File: src/rtl/sdx_pkg.sv
package sdx_pkg;

  typedef enum logic [3:0] {
    S_IDLE, S_GAP, S_WST, S_WDAT, S_WCRC, S_WEND,
    S_TOK, S_TBIT, S_TEND, S_BUSY,
    S_RST, S_RDAT, S_RCRC, S_REND, S_DONE
  } sdx_st_t;

  // One serial step of the x^16+x^12+x^5+1 remainder, message bit in at the top.
  function automatic logic [15:0] crc16_step(input logic [15:0] c, input logic b);
    logic fb;
    logic [15:0] n;
    fb = c[15] ^ b;
    n  = {c[14:0], 1'b0};
    if (fb) n = n ^ 16'h1021;
    return n;
  endfunction

  localparam logic [2:0] TOK_OK = 3'b010;

endpackage

File: src/rtl/sdx_crc_lane.sv
module sdx_crc_lane (
  input  logic        clk,
  input  logic        rst_n,
  input  logic        clr,
  input  logic        upd,
  input  logic        shf,
  input  logic        bin,
  output logic [15:0] crc
);

  always_ff @(posedge clk or negedge rst_n) begin
    if (!rst_n)   crc <= '0;
    else if (clr) crc <= '0;
    else if (upd) crc <= sdx_pkg::crc16_step(crc, bin);
    else if (shf) crc <= {crc[14:0], 1'b0};
  end

  // each transfer starts its line remainder from zero
  a_r4_lane_clear: assert property (@(posedge clk) disable iff (!rst_n)
    clr |=> (crc == 16'h0));

endmodule

File: src/rtl/sdx_bit_map.sv
module sdx_bit_map (
  input  logic [7:0] b,
  input  logic [2:0] ph,
  input  logic       wide,
  output logic [3:0] bits
);

  always_comb begin
    if (wide) bits = ph[0] ? b[3:0] : b[7:4];
    else      bits = {3'b111, b[3'd7 - ph]};
  end

endmodule

File: src/rtl/sdx_xfer.sv
module sdx_xfer #(
  parameter int LEN_W    = 10,
  parameter int WR_GAP   = 2,
  parameter int TOK_WIN  = 16,
  parameter int BUSY_MAX = 200,
  parameter int RD_WIN   = 100
) (
  input  logic             clk,
  input  logic             rst_n,
  input  logic             wide,
  input  logic [LEN_W-1:0] blk_len,
  input  logic             wr_go,
  input  logic             rd_go,
  input  logic [7:0]       wr_byte,
  output logic             wr_take,
  input  logic [3:0]       dat_in,
  output logic [3:0]       dat_out,
  output logic [3:0]       dat_oe,
  output logic [7:0]       rd_byte,
  output logic             rd_vld,
  output logic             card_busy,
  output logic             done,
  output logic             crc_err,
  output logic             timeout
);
  import sdx_pkg::*;

  localparam int LIM_A = (TOK_WIN > BUSY_MAX) ? TOK_WIN : BUSY_MAX;
  localparam int LIM_B = (LIM_A > RD_WIN) ? LIM_A : RD_WIN;
  localparam int LIM   = (LIM_B > WR_GAP + 16) ? LIM_B : WR_GAP + 16;
  localparam int CW    = $clog2(LIM + 1);
  localparam int LANES = 4;

  sdx_st_t          st;
  logic [CW-1:0]    cnt;
  logic [2:0]       ph;
  logic [LEN_W-1:0] bcnt, len_q;
  logic [7:0]       sh;
  logic [2:0]       code;
  logic             wd;

  logic [3:0]  act, tx_bits, crc_msb, lane_nz;
  logic [15:0] lane_crc [LANES];
  logic        ph_last, byte_last, ev_byte_end, ev_blk_end, ev_start, crc_bad;
  logic        lane_clr, lane_upd, lane_shf, in_wr_dat;
  logic [7:0]  rx_byte;

  assign act         = wd ? 4'hF : 4'h1;
  assign ph_last     = wd ? (ph == 3'd1) : (ph == 3'd7);
  assign byte_last   = (bcnt == len_q - 1'b1);
  assign ev_byte_end = (st == S_WDAT || st == S_RDAT) && ph_last;
  assign ev_blk_end  = ev_byte_end && byte_last;
  assign ev_start    = (st == S_IDLE) && (wr_go || rd_go);
  assign rx_byte     = wd ? {sh[3:0], dat_in} : {sh[6:0], dat_in[0]};
  assign in_wr_dat   = (st == S_WDAT);

  assign lane_clr = ev_start;
  assign lane_upd = in_wr_dat || st == S_RDAT || st == S_RCRC;
  assign lane_shf = (st == S_WCRC);

  sdx_bit_map u_map (.b(sh), .ph(ph), .wide(wd), .bits(tx_bits));

  for (genvar l = 0; l < LANES; l++) begin : g_lane
    sdx_crc_lane u_lane (
      .clk(clk), .rst_n(rst_n), .clr(lane_clr), .upd(lane_upd), .shf(lane_shf),
      .bin(in_wr_dat ? tx_bits[l] : dat_in[l]), .crc(lane_crc[l]));
    assign crc_msb[l] = lane_crc[l][15];
    assign lane_nz[l] = |lane_crc[l];
  end

  assign crc_bad = |(act & lane_nz);

  always_comb begin
    dat_oe  = 4'h0;
    dat_out = 4'hF;
    unique case (st)
      S_WST:  begin dat_oe = act; dat_out = ~act;            end
      S_WDAT: begin dat_oe = act; dat_out = tx_bits | ~act;  end
      S_WCRC: begin dat_oe = act; dat_out = crc_msb | ~act;  end
      S_WEND: begin dat_oe = act; dat_out = 4'hF;            end
      default: ;
    endcase
  end

  assign wr_take   = (st == S_WST) || (in_wr_dat && ph_last && !byte_last);
  assign card_busy = (st == S_BUSY);
  assign done      = (st == S_DONE);

  always_ff @(posedge clk or negedge rst_n) begin
    if (!rst_n) begin
      st <= S_IDLE; cnt <= '0; ph <= '0; bcnt <= '0; len_q <= '0;
      sh <= '0; code <= '0; wd <= 1'b0;
      rd_byte <= '0; rd_vld <= 1'b0; crc_err <= 1'b0; timeout <= 1'b0;
    end else begin
      rd_vld <= 1'b0;
      unique case (st)
        S_IDLE: if (ev_start) begin
          wd <= wide; len_q <= blk_len; cnt <= '0;
          crc_err <= 1'b0; timeout <= 1'b0;
          st <= wr_go ? S_GAP : S_RST;
        end
        S_GAP: if (cnt == CW'(WR_GAP - 1)) st <= S_WST; else cnt <= cnt + 1'b1;
        S_WST: begin sh <= wr_byte; ph <= '0; bcnt <= '0; st <= S_WDAT; end
        S_WDAT, S_RDAT: begin
          if (st == S_RDAT) sh <= rx_byte;
          if (st == S_RDAT && ph_last) begin rd_byte <= rx_byte; rd_vld <= 1'b1; end
          if (ph_last) begin
            ph <= '0;
            if (byte_last) begin
              cnt <= '0;
              st  <= (st == S_WDAT) ? S_WCRC : S_RCRC;
            end else begin
              bcnt <= bcnt + 1'b1;
              if (st == S_WDAT) sh <= wr_byte;
            end
          end else ph <= ph + 1'b1;
        end
        S_WCRC: if (cnt == CW'(15)) st <= S_WEND; else cnt <= cnt + 1'b1;
        S_WEND: begin st <= S_TOK; cnt <= '0; end
        S_TOK:
          if (!dat_in[0]) begin st <= S_TBIT; cnt <= '0; end
          else if (cnt == CW'(TOK_WIN - 1)) begin timeout <= 1'b1; st <= S_DONE; end
          else cnt <= cnt + 1'b1;
        S_TBIT: begin
          code <= {code[1:0], dat_in[0]};
          if (cnt == CW'(2)) st <= S_TEND; else cnt <= cnt + 1'b1;
        end
        S_TEND: begin st <= S_BUSY; cnt <= '0; end
        S_BUSY:
          if (dat_in[0]) begin crc_err <= (code != TOK_OK); st <= S_DONE; end
          else if (cnt == CW'(BUSY_MAX - 1)) begin
            crc_err <= (code != TOK_OK); timeout <= 1'b1; st <= S_DONE;
          end else cnt <= cnt + 1'b1;
        S_RST:
          if (!dat_in[0]) begin st <= S_RDAT; ph <= '0; bcnt <= '0; end
          else if (cnt == CW'(RD_WIN - 1)) begin timeout <= 1'b1; st <= S_DONE; end
          else cnt <= cnt + 1'b1;
        S_RCRC: if (cnt == CW'(15)) st <= S_REND; else cnt <= cnt + 1'b1;
        S_REND: begin crc_err <= crc_bad; st <= S_DONE; end
        S_DONE: st <= S_IDLE;
        default: st <= S_IDLE;
      endcase
    end
  end

  // in 1-bit mode only DAT0 is ever driven
  a_r3_narrow_lanes: assert property (@(posedge clk) disable iff (!rst_n)
    (!wd && dat_oe != 4'h0) |-> (dat_oe == 4'h1));
  // no drive in the cycle after a write request
  a_r2_gap_quiet: assert property (@(posedge clk) disable iff (!rst_n)
    (st == S_IDLE && wr_go) |=> (dat_oe == 4'h0));
  // done is a single-cycle pulse
  a_r12_done_pulse: assert property (@(posedge clk) disable iff (!rst_n)
    done |=> !done);
  // outcome flags rise only with done
  a_r12_err_with_done: assert property (@(posedge clk) disable iff (!rst_n)
    $rose(crc_err) |-> done);
  a_r12_tmo_with_done: assert property (@(posedge clk) disable iff (!rst_n)
    $rose(timeout) |-> done);
  // busy ends as soon as DAT0 is seen high
  a_r7_busy_release: assert property (@(posedge clk) disable iff (!rst_n)
    (card_busy && dat_in[0]) |=> (!card_busy && done));
  // a received byte follows a completed read byte slot
  a_r9_vld_after_slot: assert property (@(posedge clk) disable iff (!rst_n)
    rd_vld |-> $past(ev_byte_end && st == S_RDAT));
  // the block end hands over to the CRC phase
  a_r4_crc_follows: assert property (@(posedge clk) disable iff (!rst_n)
    (ev_blk_end && in_wr_dat) |=> (st == S_WCRC));

endmodule

File: config.mk
export PLATFORM = sky130hd
export DESIGN_NAME = sdx_xfer
export DESIGN_NICKNAME = d
export VERILOG_FILES = /design/src/rtl/sdx_pkg.sv /design/src/rtl/sdx_crc_lane.sv /design/src/rtl/sdx_bit_map.sv /design/src/rtl/sdx_xfer.sv
export SDC_FILE = /design/constraint.sdc
export NUM_CORES = 1
export LEC_CHECK = 0
export BUFFER_PORTS_ARGS = -buffer_cell sky130_fd_sc_hd__buf_4
export CAP_MARGIN = 10
export CORE_MARGIN = 1.5
export CORE_UTILIZATION = 55
export CTS_CLUSTER_SIZE = 16
export DETAILED_ROUTE_END_ITERATION = 16
export PLACE_DENSITY = 0.71
export RECOVER_POWER = 50
export SLEW_MARGIN = 10
export SYNTH_ARGS = -nofsm -noshare
export SYNTH_HDL_FRONTEND = slang
export SYNTH_SLANG_ARGS = --single-unit
File: constraint.sdc
create_clock -name clk -period 3.5 [get_ports clk]
set_clock_uncertainty 0.1 [all_clocks]
set_input_delay 0 -clock clk [delete_from_list [all_inputs] [get_ports clk]]
set_output_delay 0 -clock clk [all_outputs]
set_load 0.1 [all_outputs]
; ---- Word level (Yosys, flattened, before mapping)
; Index checks and enable logic that the tools add are counted.
[totals]
register_bits = 122
in_bits = 27
out_inout_bits = 22
[op_classes]
add_sub_neg = 5
order_cmp = 1
eq_ne = 45
n_mux = 82
bitwise = 12
reduce_logical = 33
[op_table]
columns = op, n
row1 = $mux 16, 12
row2 = $mux 8, 16
row3 = $mux 4, 19
row4 = $pmux 8 s9, 1
row5 = $reduce_or 16->1, 4
row6 = $mux 13, 4
row7 = $pmux 4 s13, 1
row8 = $ne 2x2->1 const B, 17
row9 = $mux 10, 3
row10 = $pmux 10 s3, 1
row11 = $eq 4x4->1 const B, 7
row12 = $reduce_and 10->1, 2
row13 = $mux 1, 17
row14 = $eq 4x3->1 const B, 4
row15 = $pmux 8 s2, 1
row16 = $not 3->3, 4
row17 = $pmux 4 s3, 1
row18 = $add 10x1->10 const B, 1
row19 = $eq 10x10->1, 1
row20 = $sub 10x1->10 const B, 1
row21 = $pmux 3 s3, 1
row22 = $reduce_bool 3->1, 3
row23 = $reduce_bool 9->1, 1
row24 = $add 8x1->8 const B, 1
row25 = 35 further kinds, 55

; ---- Longest topological paths before layout
[logic_depth]
depth_word = 9
depth_mapped = 11

; ---- By module
; A second synthesis with hierarchy kept.
[hier_totals]
hier_cells = 755
area_unflattened_um2 = 6831.6
[by_module_without_submodules]
columns = mod, instances, cells_each, area_each_um2
row1 = sdx_xfer, 1, 459, 3948.8
row2 = sdx_crc_lane, 4, 70, 686.9
row3 = sdx_bit_map, 1, 16, 135.1

; ---- Worst setup path after synthesis
; Ideal clock, no wire load.
[synth_timing]
kind = flip-flop to output port
startpoint = register st[2]
endpoint = output port dat_oe[2]
arrival_ns = 3.978
required_ns = 3.400
setup_slack_ns = -0.578
path_stages_with_launch = 7
n_path_buf = 4
path_cell_list = dfrtp_1 -> clkbuf_1 -> buf_2 -> buf_1 -> xnor2_1 -> nor3_1 -> buf_4
[synth_via]
elab_chain_cells = 3
word_cells_on_any_way = 6
cone_classes = 4 x eq/ne / 1 x mux / 1 x reduce/logical
[synth_lines]
columns = element, line_no
row1 = from (decl), sdx_xfer.sv:34  ; sdx_st_t st;
row2 = from (signal assigned), sdx_xfer.sv:100  ; st <= wr_go ? S_GAP : S_RST;
row3 = from (signal assigned), sdx_xfer.sv:111  ; st <= (st == S_WDAT) ? S_WCRC : S_RCRC;
row4 = $eq 4x2->1 or $eq 4x3->1 (tied branches), sdx_xfer.sv:76  ; unique case (st)
row5 = $reduce_or 4->1 (no source line) *, -
row6 = $mux 4 *, sdx_xfer.sv:76
row7 = to (decl), sdx_xfer.sv:18  ; output logic [3:0] dat_oe,
; Mark *: on every way between the ends. The rest lies on a longest branch, timed or not.

; ---- Worst setup path after layout
[layout_timing]
startpoint = register len_q[0]
endpoint = output port wr_take
[layout_via]
elab_chain_cells = 5
[layout_lines]
columns = element, line_no
row1 = from (decl), sdx_xfer.sv:37  ; logic [LEN_W-1:0] bcnt, len_q;
row2 = from (signal assigned), sdx_xfer.sv:91  ; st <= S_IDLE; cnt <= '0; ph <= '0; bcnt <= '0; len_q <= '0;
row3 = from (signal assigned), sdx_xfer.sv:98  ; wd <= wide; len_q <= blk_len; cnt <= '0;
row4 = $sub 10x1->10, sdx_xfer.sv:50  ; assign byte_last = (bcnt == len_q - 1'b1);
row5 = $eq 10x10->1, sdx_xfer.sv:50
row6 = $logic_not 1->1, sdx_xfer.sv:85  ; assign wr_take = (st == S_WST) || (in_wr_dat && ph_last && !byte_last);
row7 = $logic_and 1x1->1, sdx_xfer.sv:85
row8 = $logic_or 1x1->1, sdx_xfer.sv:85
row9 = to (decl), sdx_xfer.sv:15  ; output logic wr_take,
; Every way passes these cells.

==> flow_summary_export.csv <==
group,metric,value,unit
outcome,status,"finished with violations",
outcome,violations,"max-capacitance violations, max-slew violations",
placement,placed_cells,947,
clock_network,path_clk_slew,0.05,ns
timing,setup_ws,0.277,ns
pwr,ir_drop,0.000612,V
grt,grt_pass1_wl,29.2,mm
placement,portBuffers,48,
timing,rsz0062_at_grt,"false",
setup_path,cp_slowest_cell,"a2111o_2",
synthesis,synth_async_sr_flop_share,1.00,
synthesis,syn_area,6800,sq um
pwr,p_leak,3.53,nW
die,die_x,114,um
clock_network,clock-root-buffer,"clkbuf_16",
layout,final_nets,880,
die,io_pins,49,
setup_path,crit_arrival,3.12,ns
clock_network,clkSinkCount,122,
die,die_h,114,um
setup_path,crit_fanout,13,
setup_path,critPathLaunchType,"flip-flop",
timing,setup_violations,0,
layout,antenna-diode-count,0,
setup_path,cp-end-kind,"primary output",
layout,drive_above_1_share,0.140,
die,rows,40,
grt,overflow,0,
placement,dp_hpwl,11.7,mm
timing,fin_tns_setup,0,ns
synthesis,ys_ff_latch,122,
die,die_area,13000,sq um
grt,grt_pass1_vias,5822,
setup_path,worstSetupPathType,"reg2out",
synthesis,synthTopCellsByArea,"dfrtp_1, nand2_1, a21oi_1, xnor2_1, mux2i_1",
pwr,fin_total_pwr,8.70,mW
synthesis,synth_nets,816,
placement,placed_area,7330,sq um
min_path,hold_path.class,"in2reg",
synthesis,synth_top_area_share,0.449,
clock_network,cts_tree,"yes",
layout,final_core_util,0.682,
clock_network,cts_buffer_depth,2,
clock_network,cts_setup_buffers,0,
synthesis,netlist_instances,781,
clock_network,cts_max_level,4,
die,start_util,0.566,
clock_network,cts_buffers,17,
synthesis,synthFlopType,"dfrtp_1",
setup_path,required,3.40,ns
layout,syn_to_final_growth,20.4,%
synthesis,synth_warnings,0,
routing,first_pass_iters,6,
die,core_area,12000,sq um
synthesis,synth.distinct_cells,69,
layout,layoutNonFillerInstCount,1005,
synthesis,synth_edf_count,0,
routing,ant_nets,0,
setup_path,critPathBufInv,2,
placement,place_ws,0.534,ns
clock_network,worstSkewPairLatency,0.42,ns
layout,final_common_cell,"nand2_1",
routing,wl_per_cell,17.4,um
timing,slew_headroom,-0.209,
job,cap_violations,1,
synthesis,synth_top_area_cell,"dfrtp_1",
routing,initialDrtViolationCount,655,
synthesis,post_synth.cell_area_avg,8.71,sq um
setup_path,critPathTopFamily,"simple AND/OR/NAND/NOR gates",
layout,final_cell_mix,"nand2_1, dfrtp_1, a21oi_1",
timing,final_hold_viol_count,0,
timing,period_share,0.921,
routing,routed_wl,17.5,mm
routing,vias,6113,
grt,antenna_found_initial,0,
timing,clock.fmax,0.310,GHz
timing,slew_viol_final,73,
layout,final_cell_area,8190,sq um
grt,grt_start_max_net_pins,73,
timing,whs,0.250,ns
grt,grt_use_total,0.288,
timing,post-route-min-period,3.22,ns
routing,drt-vias-per-instance,6.08,
routing,drc,0,
synthesis,ys_seq_area_frac,0.449,
timing,worst_pin_slew,1.81,ns
placement,place_congestion,0.882,
pwr,powerDensity,1060,nW/um^2
setup_path,crit_chain,"inv_1, ha_1, or4b_4, nor4_4, xnor2_1, nand2_1, a2111o_2, nand2b_1, a21oi_1, buf_4",
setup_path,slowest_delay,0.55,ns
## timing repair
| item | in CTS | in global routing |
|---|---|---|
| resized for setup | 0 | 1 |
| setup endpoints to repair | 0 | 1 |
| hold buffers | 26 | 0 |
| endpoints found under the hold margin | 97 | 0 |
## state kept, by name, indices dropped and copies added, names as in the netlist
signal             count
g_lane.u_lane.crc     64
crc_err                1
bcnt                  10
st                     4
code                   3
ph                     3
rd_byte                8
rd_vld                 1
sh                     8
len_q                 10
wd                     1
cnt                    8
timeout                1
## per-layer routing
metal	wire length, um	global-route usage
met3	958	0.0667
met5	0	0
met4	251	0.0817
met1	7680	0.395
met2	8580	0.461
## cell usage after synthesis, types with 3 or more instances
cell type / instances
nand3_1: 32
a22o_1: 4
a21oi_1: 89
o21ai_0: 35
xnor2_1: 22
ha_1: 8
nand2_1: 174
or3_1: 8
nor4_1: 17
nand4_1: 8
dfrtp_1: 122
a31oi_1: 5
o21ai_1: 4
and2_1: 3
nand2b_1: 16
a2bb2oi_1: 3
buf_2: 3
and3_1: 4
nor2_1: 48
o41ai_1: 3
buf_1: 3
nor2b_1: 5
o211ai_1: 10
mux2i_1: 19
a21o_1: 9
nor3_1: 10
clkbuf_1: 36
o31ai_1: 4
mux2_2: 15
inv_1: 10
## cell type report
type / count / area (sq um)
Clock buffer: 21 / 470
Clock inverter: 11 / 180
Fill cell: 954 / 3820
Inverter: 10 / 37.5
Multi-Input combinational cell: 603 / 3550
Sequential cell: 122 / 3050
Tap cell: 147 / 184
Timing Repair Buffer: 91 / 714
## final timing paths
check | startpoint | endpoint | slack, ns | cells past startpoint
worst max-delay path | len_q[0]$_DFFE_PN0P_ | wr_take | 0.28 | 10
worst min-delay path | blk_len[0] | len_q[0]$_DFFE_PN0P_ | 0.25 | 4
worst max register to register | len_q[0]$_DFFE_PN0P_ | bcnt[2]$_DFFE_PN0P_ | 0.58 | 10
worst min register to register | code[2]$_DFFE_PN0P_ | code[2]$_DFFE_PN0P_ | 0.41 | 1
max in group asynchronous | rst_n | len_q[7]$_DFFE_PN0P_ | 0.74 | 3
min in group asynchronous | rst_n | sh[2]$_DFFE_PN0P_ | 0.50 | 2
## kinds of logic after synthesis
group           after synthesis  synth area share
compound gates              186             0.163
xor+xnor                     24            0.0309
fa+ha+maj                     9            0.0162
buf+inv                      56            0.0348
flops                       122             0.449
mux                          38            0.0628
simple gates                346             0.243
## tightest hold or removal path: stages
cell	delay, ns
dlygate4sd3_1	0.53
buf_4	0.10
nand2_1	0.03
o21ai_0	0.07
## power breakdown
part,switching (mW),total (mW),internal [mW]
combinational,2.74,4.15,1.40
sequential,0.685,2.63,1.95
clock,0.659,1.92,1.26
total,4.09,8.70,4.61
Note: power is estimated with default switching activity, not from simulation.
